<file path="src/rtl/clk_switch_pkg.sv">
package clk_switch_pkg;

   localparam int SRC_W = 4;
   localparam logic [SRC_W-1:0] SRC_INTERNAL = 4'h0;
   localparam logic [SRC_W-1:0] SRC_MAIN     = 4'h3;

   typedef enum logic [3:0] {
      ST_IDLE,
      ST_MOSC,
      ST_XWAIT,
      ST_SRC,
      ST_PLL,
      ST_MEM,
      ST_LOCK,
      ST_COMMIT,
      ST_DONE,
      ST_ERR
   } seq_state_t;

endpackage

</file>
<file path="src/rtl/cs_status_sync.sv">
module cs_status_sync #(
   parameter int STAGES = 0
) (
   input  logic clk,
   input  logic rst_n,
   input  logic d,
   output logic q
);
   generate
      if (STAGES == 0) begin : g_pass
         assign q = d;
      end else begin : g_sync
         logic [STAGES-1:0] chain;
         always_ff @(posedge clk or negedge rst_n) begin
            if (!rst_n) chain <= '0;
            else if (STAGES == 1) chain <= d;
            else chain <= {chain[STAGES-2:0], d};
         end
         assign q = chain[STAGES-1];
      end
   endgenerate
endmodule

</file>
<file path="src/rtl/cs_timer.sv">
module cs_timer #(
   parameter int W = 16
) (
   input  logic         clk,
   input  logic         rst_n,
   input  logic         load,
   input  logic [W-1:0] load_val,
   input  logic         run,
   output logic         zero
);
   logic [W-1:0] cnt;

   always_ff @(posedge clk or negedge rst_n) begin
      if (!rst_n)                 cnt <= '0;
      else if (load)              cnt <= load_val;
      else if (run && cnt != '0)  cnt <= cnt - 1'b1;
   end

   assign zero = (cnt == '0);
endmodule

</file>
<file path="src/rtl/cs_seq_fsm.sv">
module cs_seq_fsm
   import clk_switch_pkg::*;
(
   input  logic clk,
   input  logic rst_n,
   input  logic start,
   input  logic crystal,
   input  logic ready,
   input  logic locked,
   input  logic tmr_zero,
   output logic start_acc,
   output logic busy,
   output logic act_mosc,
   output logic act_src,
   output logic act_pll,
   output logic act_mem,
   output logic act_commit,
   output logic err_set,
   output logic tmr_load,
   output logic tmr_sel_lock,
   output logic tmr_run
);
   seq_state_t state, state_nx;

   always_ff @(posedge clk or negedge rst_n) begin
      if (!rst_n) state <= ST_IDLE;
      else        state <= state_nx;
   end

   assign busy = !(state == ST_IDLE || state == ST_DONE || state == ST_ERR);
   assign start_acc = start && !busy;

   always_comb begin
      state_nx = state;
      unique case (state)
         ST_IDLE, ST_DONE, ST_ERR: if (start) state_nx = ST_MOSC;
         ST_MOSC:   state_nx = crystal ? ST_XWAIT : ST_SRC;
         ST_XWAIT: begin
            if (ready)         state_nx = ST_SRC;
            else if (tmr_zero) state_nx = ST_ERR;
         end
         ST_SRC:    state_nx = ST_PLL;
         ST_PLL:    state_nx = ST_MEM;
         ST_MEM:    state_nx = ST_LOCK;
         ST_LOCK: begin
            if (locked)        state_nx = ST_COMMIT;
            else if (tmr_zero) state_nx = ST_ERR;
         end
         ST_COMMIT: state_nx = ST_DONE;
         default:   state_nx = ST_IDLE;
      endcase
   end

   assign act_mosc     = (state == ST_MOSC);
   assign act_src      = (state == ST_SRC);
   assign act_pll      = (state == ST_PLL);
   assign act_mem      = (state == ST_MEM);
   assign act_commit   = (state == ST_COMMIT);
   assign tmr_load     = (state == ST_MOSC && crystal) || (state == ST_MEM);
   assign tmr_sel_lock = (state == ST_MEM);
   assign tmr_run      = (state == ST_XWAIT) || (state == ST_LOCK);
   assign err_set      = (state == ST_XWAIT && !ready && tmr_zero) ||
                         (state == ST_LOCK && !locked && tmr_zero);
endmodule

</file>
<file path="src/rtl/cs_out_regs.sv">
module cs_out_regs
   import clk_switch_pkg::*;
#(
   parameter int Q_W      = 5,
   parameter int N_W      = 10,
   parameter int MINT_W   = 10,
   parameter int MFRAC_W  = 10,
   parameter int MEMTIM_W = 16,
   parameter int DIV_W    = 10
) (
   input  logic                clk,
   input  logic                rst_n,
   input  logic                start_acc,
   input  logic                act_mosc,
   input  logic                act_src,
   input  logic                act_pll,
   input  logic                act_mem,
   input  logic                act_commit,
   input  logic                err_set,
   input  logic                crystal,
   input  logic                dsleep_main,
   input  logic [Q_W-1:0]      cfg_q,
   input  logic [N_W-1:0]      cfg_n,
   input  logic [MINT_W-1:0]   cfg_mint,
   input  logic [MFRAC_W-1:0]  cfg_mfrac,
   input  logic [MEMTIM_W-1:0] cfg_memtim,
   input  logic [DIV_W-1:0]    cfg_sysdiv,
   output logic                noxtal,
   output logic                pwrdn,
   output logic [SRC_W-1:0]    run_src,
   output logic [SRC_W-1:0]    dsleep_src,
   output logic [Q_W-1:0]      q,
   output logic [N_W-1:0]      n,
   output logic [MINT_W-1:0]   mint,
   output logic [MFRAC_W-1:0]  mfrac,
   output logic [MEMTIM_W-1:0] memtim,
   output logic [DIV_W-1:0]    sysdiv,
   output logic                use_pll,
   output logic                memtim_upd,
   output logic                done,
   output logic                error
);
   always_ff @(posedge clk or negedge rst_n) begin
      if (!rst_n) begin
         noxtal     <= 1'b1;
         pwrdn      <= 1'b1;
         run_src    <= SRC_INTERNAL;
         dsleep_src <= SRC_INTERNAL;
         q          <= '0;
         n          <= '0;
         mint       <= '0;
         mfrac      <= '0;
         memtim     <= '0;
         sysdiv     <= '0;
         use_pll    <= 1'b0;
         memtim_upd <= 1'b0;
         done       <= 1'b0;
         error      <= 1'b0;
      end else begin
         memtim_upd <= act_commit;
         if (start_acc) begin
            done  <= 1'b0;
            error <= 1'b0;
         end
         if (act_mosc) begin
            noxtal <= 1'b0;
            if (crystal) pwrdn <= 1'b0;
         end
         if (act_src) begin
            run_src <= SRC_MAIN;
            if (dsleep_main) dsleep_src <= SRC_MAIN;
         end
         if (act_pll) begin
            q     <= cfg_q;
            n     <= cfg_n;
            mint  <= cfg_mint;
            mfrac <= cfg_mfrac;
         end
         if (act_mem) memtim <= cfg_memtim;
         if (act_commit) begin
            sysdiv  <= cfg_sysdiv;
            use_pll <= 1'b1;
            done    <= 1'b1;
         end
         if (err_set) error <= 1'b1;
      end
   end
endmodule

</file>
<file path="src/rtl/clk_switch_seq.sv">
module clk_switch_seq
   import clk_switch_pkg::*;
#(
   parameter int Q_W         = 5,
   parameter int N_W         = 10,
   parameter int MINT_W      = 10,
   parameter int MFRAC_W     = 10,
   parameter int MEMTIM_W    = 16,
   parameter int DIV_W       = 10,
   parameter int TMO_W       = 16,
   parameter int SYNC_STAGES = 0
) (
   input  logic                clk,
   input  logic                rst_n,
   input  logic                start,
   input  logic                cfg_crystal,
   input  logic                cfg_dsleep_main,
   input  logic [Q_W-1:0]      cfg_pll_q,
   input  logic [N_W-1:0]      cfg_pll_n,
   input  logic [MINT_W-1:0]   cfg_pll_mint,
   input  logic [MFRAC_W-1:0]  cfg_pll_mfrac,
   input  logic [MEMTIM_W-1:0] cfg_memtim,
   input  logic [DIV_W-1:0]    cfg_sysdiv,
   input  logic [TMO_W-1:0]    cfg_xtal_limit,
   input  logic [TMO_W-1:0]    cfg_lock_limit,
   input  logic                osc_ready_raw,
   input  logic                pll_lock,
   output logic                osc_noxtal,
   output logic                osc_pwrdn,
   output logic [3:0]          run_src,
   output logic [3:0]          dsleep_src,
   output logic [Q_W-1:0]      pll_q,
   output logic [N_W-1:0]      pll_n,
   output logic [MINT_W-1:0]   pll_mint,
   output logic [MFRAC_W-1:0]  pll_mfrac,
   output logic [MEMTIM_W-1:0] memtim,
   output logic [DIV_W-1:0]    sysdiv,
   output logic                use_pll,
   output logic                memtim_upd,
   output logic                busy,
   output logic                done,
   output logic                error
);
   generate
      if (TMO_W < 2 || TMO_W > 32) begin : g_bad_tmo
         $error("clk_switch_seq: TMO_W must lie in 2..32");
      end
      if (SYNC_STAGES < 0 || SYNC_STAGES > 4) begin : g_bad_sync
         $error("clk_switch_seq: SYNC_STAGES must lie in 0..4");
      end
      if (Q_W < 1 || N_W < 1 || MINT_W < 1 || MFRAC_W < 1 ||
          MEMTIM_W < 1 || DIV_W < 1) begin : g_bad_width
         $error("clk_switch_seq: field widths must be positive");
      end
   endgenerate

   logic ready_s, lock_s;
   logic start_acc, act_mosc, act_src, act_pll, act_mem, act_commit, err_set;
   logic tmr_load, tmr_sel_lock, tmr_run, tmr_zero;
   logic [TMO_W-1:0] tmr_val;

   cs_status_sync #(.STAGES(SYNC_STAGES)) i_sync_ready (
      .clk(clk), .rst_n(rst_n), .d(osc_ready_raw), .q(ready_s));

   cs_status_sync #(.STAGES(SYNC_STAGES)) i_sync_lock (
      .clk(clk), .rst_n(rst_n), .d(pll_lock), .q(lock_s));

   assign tmr_val = tmr_sel_lock ? cfg_lock_limit : cfg_xtal_limit;

   cs_timer #(.W(TMO_W)) i_timer (
      .clk(clk), .rst_n(rst_n), .load(tmr_load), .load_val(tmr_val),
      .run(tmr_run), .zero(tmr_zero));

   cs_seq_fsm i_fsm (
      .clk(clk), .rst_n(rst_n), .start(start), .crystal(cfg_crystal),
      .ready(ready_s), .locked(lock_s), .tmr_zero(tmr_zero),
      .start_acc(start_acc), .busy(busy), .act_mosc(act_mosc),
      .act_src(act_src), .act_pll(act_pll), .act_mem(act_mem),
      .act_commit(act_commit), .err_set(err_set), .tmr_load(tmr_load),
      .tmr_sel_lock(tmr_sel_lock), .tmr_run(tmr_run));

   cs_out_regs #(
      .Q_W(Q_W), .N_W(N_W), .MINT_W(MINT_W), .MFRAC_W(MFRAC_W),
      .MEMTIM_W(MEMTIM_W), .DIV_W(DIV_W)
   ) i_regs (
      .clk(clk), .rst_n(rst_n), .start_acc(start_acc), .act_mosc(act_mosc),
      .act_src(act_src), .act_pll(act_pll), .act_mem(act_mem),
      .act_commit(act_commit), .err_set(err_set), .crystal(cfg_crystal),
      .dsleep_main(cfg_dsleep_main), .cfg_q(cfg_pll_q), .cfg_n(cfg_pll_n),
      .cfg_mint(cfg_pll_mint), .cfg_mfrac(cfg_pll_mfrac),
      .cfg_memtim(cfg_memtim), .cfg_sysdiv(cfg_sysdiv),
      .noxtal(osc_noxtal), .pwrdn(osc_pwrdn), .run_src(run_src),
      .dsleep_src(dsleep_src), .q(pll_q), .n(pll_n), .mint(pll_mint),
      .mfrac(pll_mfrac), .memtim(memtim), .sysdiv(sysdiv),
      .use_pll(use_pll), .memtim_upd(memtim_upd), .done(done),
      .error(error));
endmodule

</file>
<file path="config.mk">
export PLATFORM = sky130hd
export DESIGN_NAME = clk_switch_seq
export DESIGN_NICKNAME = d
export VERILOG_FILES = /design/src/rtl/clk_switch_pkg.sv /design/src/rtl/cs_status_sync.sv /design/src/rtl/cs_timer.sv /design/src/rtl/cs_seq_fsm.sv /design/src/rtl/cs_out_regs.sv /design/src/rtl/clk_switch_seq.sv
export SDC_FILE = /design/constraint.sdc
export NUM_CORES = 1
export LEC_CHECK = 0
export ABC_CLOCK_PERIOD_IN_PS = 5700
export CORE_ASPECT_RATIO = 0.9
export CORE_MARGIN = 3
export CORE_UTILIZATION = 40
export CTS_BUF_LIST = sky130_fd_sc_hd__clkbuf_4 sky130_fd_sc_hd__clkbuf_8
export CTS_CLUSTER_SIZE = 8
export DETAILED_ROUTE_END_ITERATION = 10
export DONT_BUFFER_PORTS = 1
export SLEW_MARGIN = 20
export SYNTH_ARGS = -nofsm -noshare
export SYNTH_HDL_FRONTEND = slang
export SYNTH_HIERARCHICAL = 1
export SYNTH_SLANG_ARGS = --single-unit
</file>
<file path="constraint.sdc">
create_clock -name clk -period 5.7 [get_ports clk]
set_input_delay 0.57 -clock clk [delete_from_list [all_inputs] [get_ports clk]]
set_output_delay 0.57 -clock clk [all_outputs]
set_load 0.02 [all_outputs]
</file>
==> qor.yml <==
run_status:
  status: "finished clean"
worst_hold_path:
  hp-class: "in -> async"
detailed_routing:
  ant_nets: 0
  wl_mm: 9.114
  drc_errors: 0
  vias_per_cell: 5.322
  drt_first_iter_violations: 159
  first_pass_iters: 4
  detail_route.wl_per_cell_um: 18.71
  num_vias: 2592
yosys:
  async_flop_share_pct: 100.0
  syn_area_per_cell_sq_um: 13.00
  ys_seq_elements: 89
  synthCells: 343
  ys.flop_type: "dfrtp_1"
  ys_types: 53
  syn_area_sq_um: 4458
  ys_warn_count: 6
  synth-edff-count: 0
  synth_seq_area_share_pct: 50.01
timing:
  setup_viol: 0
  max_freq_mhz: 375.4
  hold_viol: 0
  worst_pin_slew_ns: 0.9890
  min_period_over_period_pct: 46.74
  relSlewSlack_pct: 33.82
  finalSetupTns_ns: 0
  clock_skew_ns: 0.01020
  rsz0062_at_grt: "no"
  slew_violations: 0
  period_needed_ns: 2.664
global_routing:
  grt_max_degree: 88
  grt-ovfl-total: 0
  antenna_found_initial: 0
  grt_use_total_pct: 13.95
  grt_pass1_wl_mm: 13.59
  grt_pass1_vias: 2636
place:
  dp_cells: 469
  io_buffers: 0
  place_congestion: 0.8074
  placed_area_sq_um: 4442
  place.detailed.hpwl_mm: 6.364
layout:
  syn_to_final_growth_pct: 5.529
  final_cell_mix: "dfrtp_1 (87), mux2_4 (50), mux2_2 (27), nor2_1 (18), nand2_1 (15)"
  final_common_cell: "dfrtp_1"
  drive_gt1_share_pct: 32.74
  fin_cells: 487
  antenna_cells: 0
  final_area_sq_um: 4705
  final_nets: 435
clock_network:
  post_cts_resized: 0
  clock_path_buffers: 2
  cts_post_setup_buffers_inserted: 0
  hold_buffers: 1
  h-tree-depth: 3
  cts_buffers: 9
  cts_tree: "done"
  root_buffer: "clkbuf_8"
  clock_sinks: 89
  cts.clk_slew.worst_paths_ns: 0.09
  insertion_delay_ns: 0.35
die:
  rows: 35
  die-area_sq_um: 12450
  start_util_pct: 42.24
  core-area_sq_um: 10550
  io_pins: 176
  die_y_um: 106.2
  die_x_um: 117.3
worst_setup_path:
  crit_path_max_fanout: 13
  worstSetupStartpointType: "flop"
  crit_required_ns: 5.97
  endpoint_kind: "flop"
  crit_slowest_cell: "nor3b_1"
  max_stage_delay_ns: 0.71
  cp.arrival_ns: 2.93
  crit_path_cell_trace: "nor3b_1, nor4b_1, nand2_1, or4_1, a31oi_1"
  worstSetupPathType: "reg -> reg"
pwr:
  p_leak_nw: 1.969
  ir_worst_vdd_uv: 246.1
  pwr_density_cell_nw_per_um2: 632.1
flow_run:
  cap_violations: 0
-- area by class of cell --
class | count | area (sq um)
fillers | 952 | 5849
flip-flops and latches | 89 | 2230
multi-input cells | 223 | 1986
well taps | 148 | 185.2
clock buffers | 11 | 145.1
repair buffers | 4 | 70.07
clock inverters | 5 | 62.56
inverters | 7 | 26.28
-- routing by layer --
metal | track usage, % | vias up | part of all wire [%]
met4 | 4.177 | 0 | 1.2
li1 | - | 1202 | -
met5 | 0 | - | 0
met3 | 4.382 | 11 | 8.4
met2 | 22.13 | 115 | 47
met1 | 18.15 | 1264 | 43
-- stage by stage --
step           total power, mW  setup WS (ns)  utilization (%)  hold slack (ns)
3_5_place_dp             2.525          3.094            42.09           0.2764
4_1_cts                  3.002          3.049            44.32          0.01861
3_3_place_gp             2.492          3.135            42.09           0.2763
6_report                 2.974          3.036            44.58          0.05414
5_1_grt                  3.164          2.770            44.58         0.006657
2_1_floorplan            2.397          3.588                -           0.2744
-- cells by family after synthesis --
logic type | Yosys count | synth area share [%]
adder cells (fa/ha/maj) | 1 | 0.2806
other | 1 | 0.08412
AO/OA/AOI/OAI | 44 | 6.764
buffers and inverters | 34 | 6.090
XOR/XNOR | 1 | 0.1965
multiplexers | 81 | 24.59
AND/OR/NAND/NOR | 92 | 11.98
flip-flops | 89 | 50.01
-- critical path, delay by kind of cell (launching register included) --
family             cells  cell delay [ns]
AOI/OAI and AO/OA      1             0.16
and+or+nand+nor        4             1.84
DFF                    1             0.58
-- sequential cells by signal, indices dropped and copies added (netlist names), 4 cells and up --
| register | cells |
|---|---|
| i_fsm/state | 4 |
| i_regs/mfrac | 10 |
| i_regs/q | 5 |
| i_regs/n | 10 |
| i_regs/sysdiv | 10 |
| i_timer/cnt | 16 |
| i_regs/memtim | 16 |
| i_regs/mint | 10 |
-- synth_stat cells, drive strengths merged, types with 2 or more instances --
cell / instances / area (sq um)
a21o: 4 / 30.03
a21oi: 9 / 45.04
a22oi: 2 / 15.01
a31oi: 7 / 43.79
and2: 3 / 18.77
and3: 2 / 17.52
buf: 22 / 226.5
clkbuf: 5 / 18.77
dfrtp: 87 / 2177
dfstp: 2 / 52.55
inv: 7 / 26.28
mux2: 78 / 1066
mux2i: 3 / 30.03
nand2: 15 / 56.30
nand2b: 4 / 25.02
nand3: 3 / 15.01
nand4: 3 / 18.77
nand4b: 3 / 26.28
nor2: 19 / 71.32
nor2b: 5 / 31.28
nor3: 9 / 50.05
nor3b: 2 / 15.01
nor4: 4 / 31.28
nor4b: 3 / 26.28
o21ai: 11 / 55.05
o31ai: 2 / 15.01
o41ai: 4 / 53.81
or2: 2 / 12.51
or3: 4 / 25.02
or4: 6 / 45.04
or4b: 2 / 20.02
-- power breakdown --
part           internal, mW  total, mW  switching [mW]
registers             0.940       1.55           0.607
clock network         0.222      0.440           0.218
logic                 0.592      0.987           0.394
total                  1.75       2.97            1.22
-- final timing paths --
path,from,endpoint,slack (ns),depth (start not counted)
worst max-delay path,i_fsm/state[1],i_timer/cnt[11],3.04,5
worst max register to register,i_fsm/state[1],i_timer/cnt[11],3.04,5
min in group clk,cfg_crystal,i_regs/pwrdn,0.28,1
worst min-delay path,rst_n,i_regs/noxtal,0.05,0
max in group asynchronous,rst_n,i_timer/cnt[7],5.25,1
worst min register to register,i_regs/pwrdn,i_regs/pwrdn,0.54,1
Power figures use the tool's default switching activity.
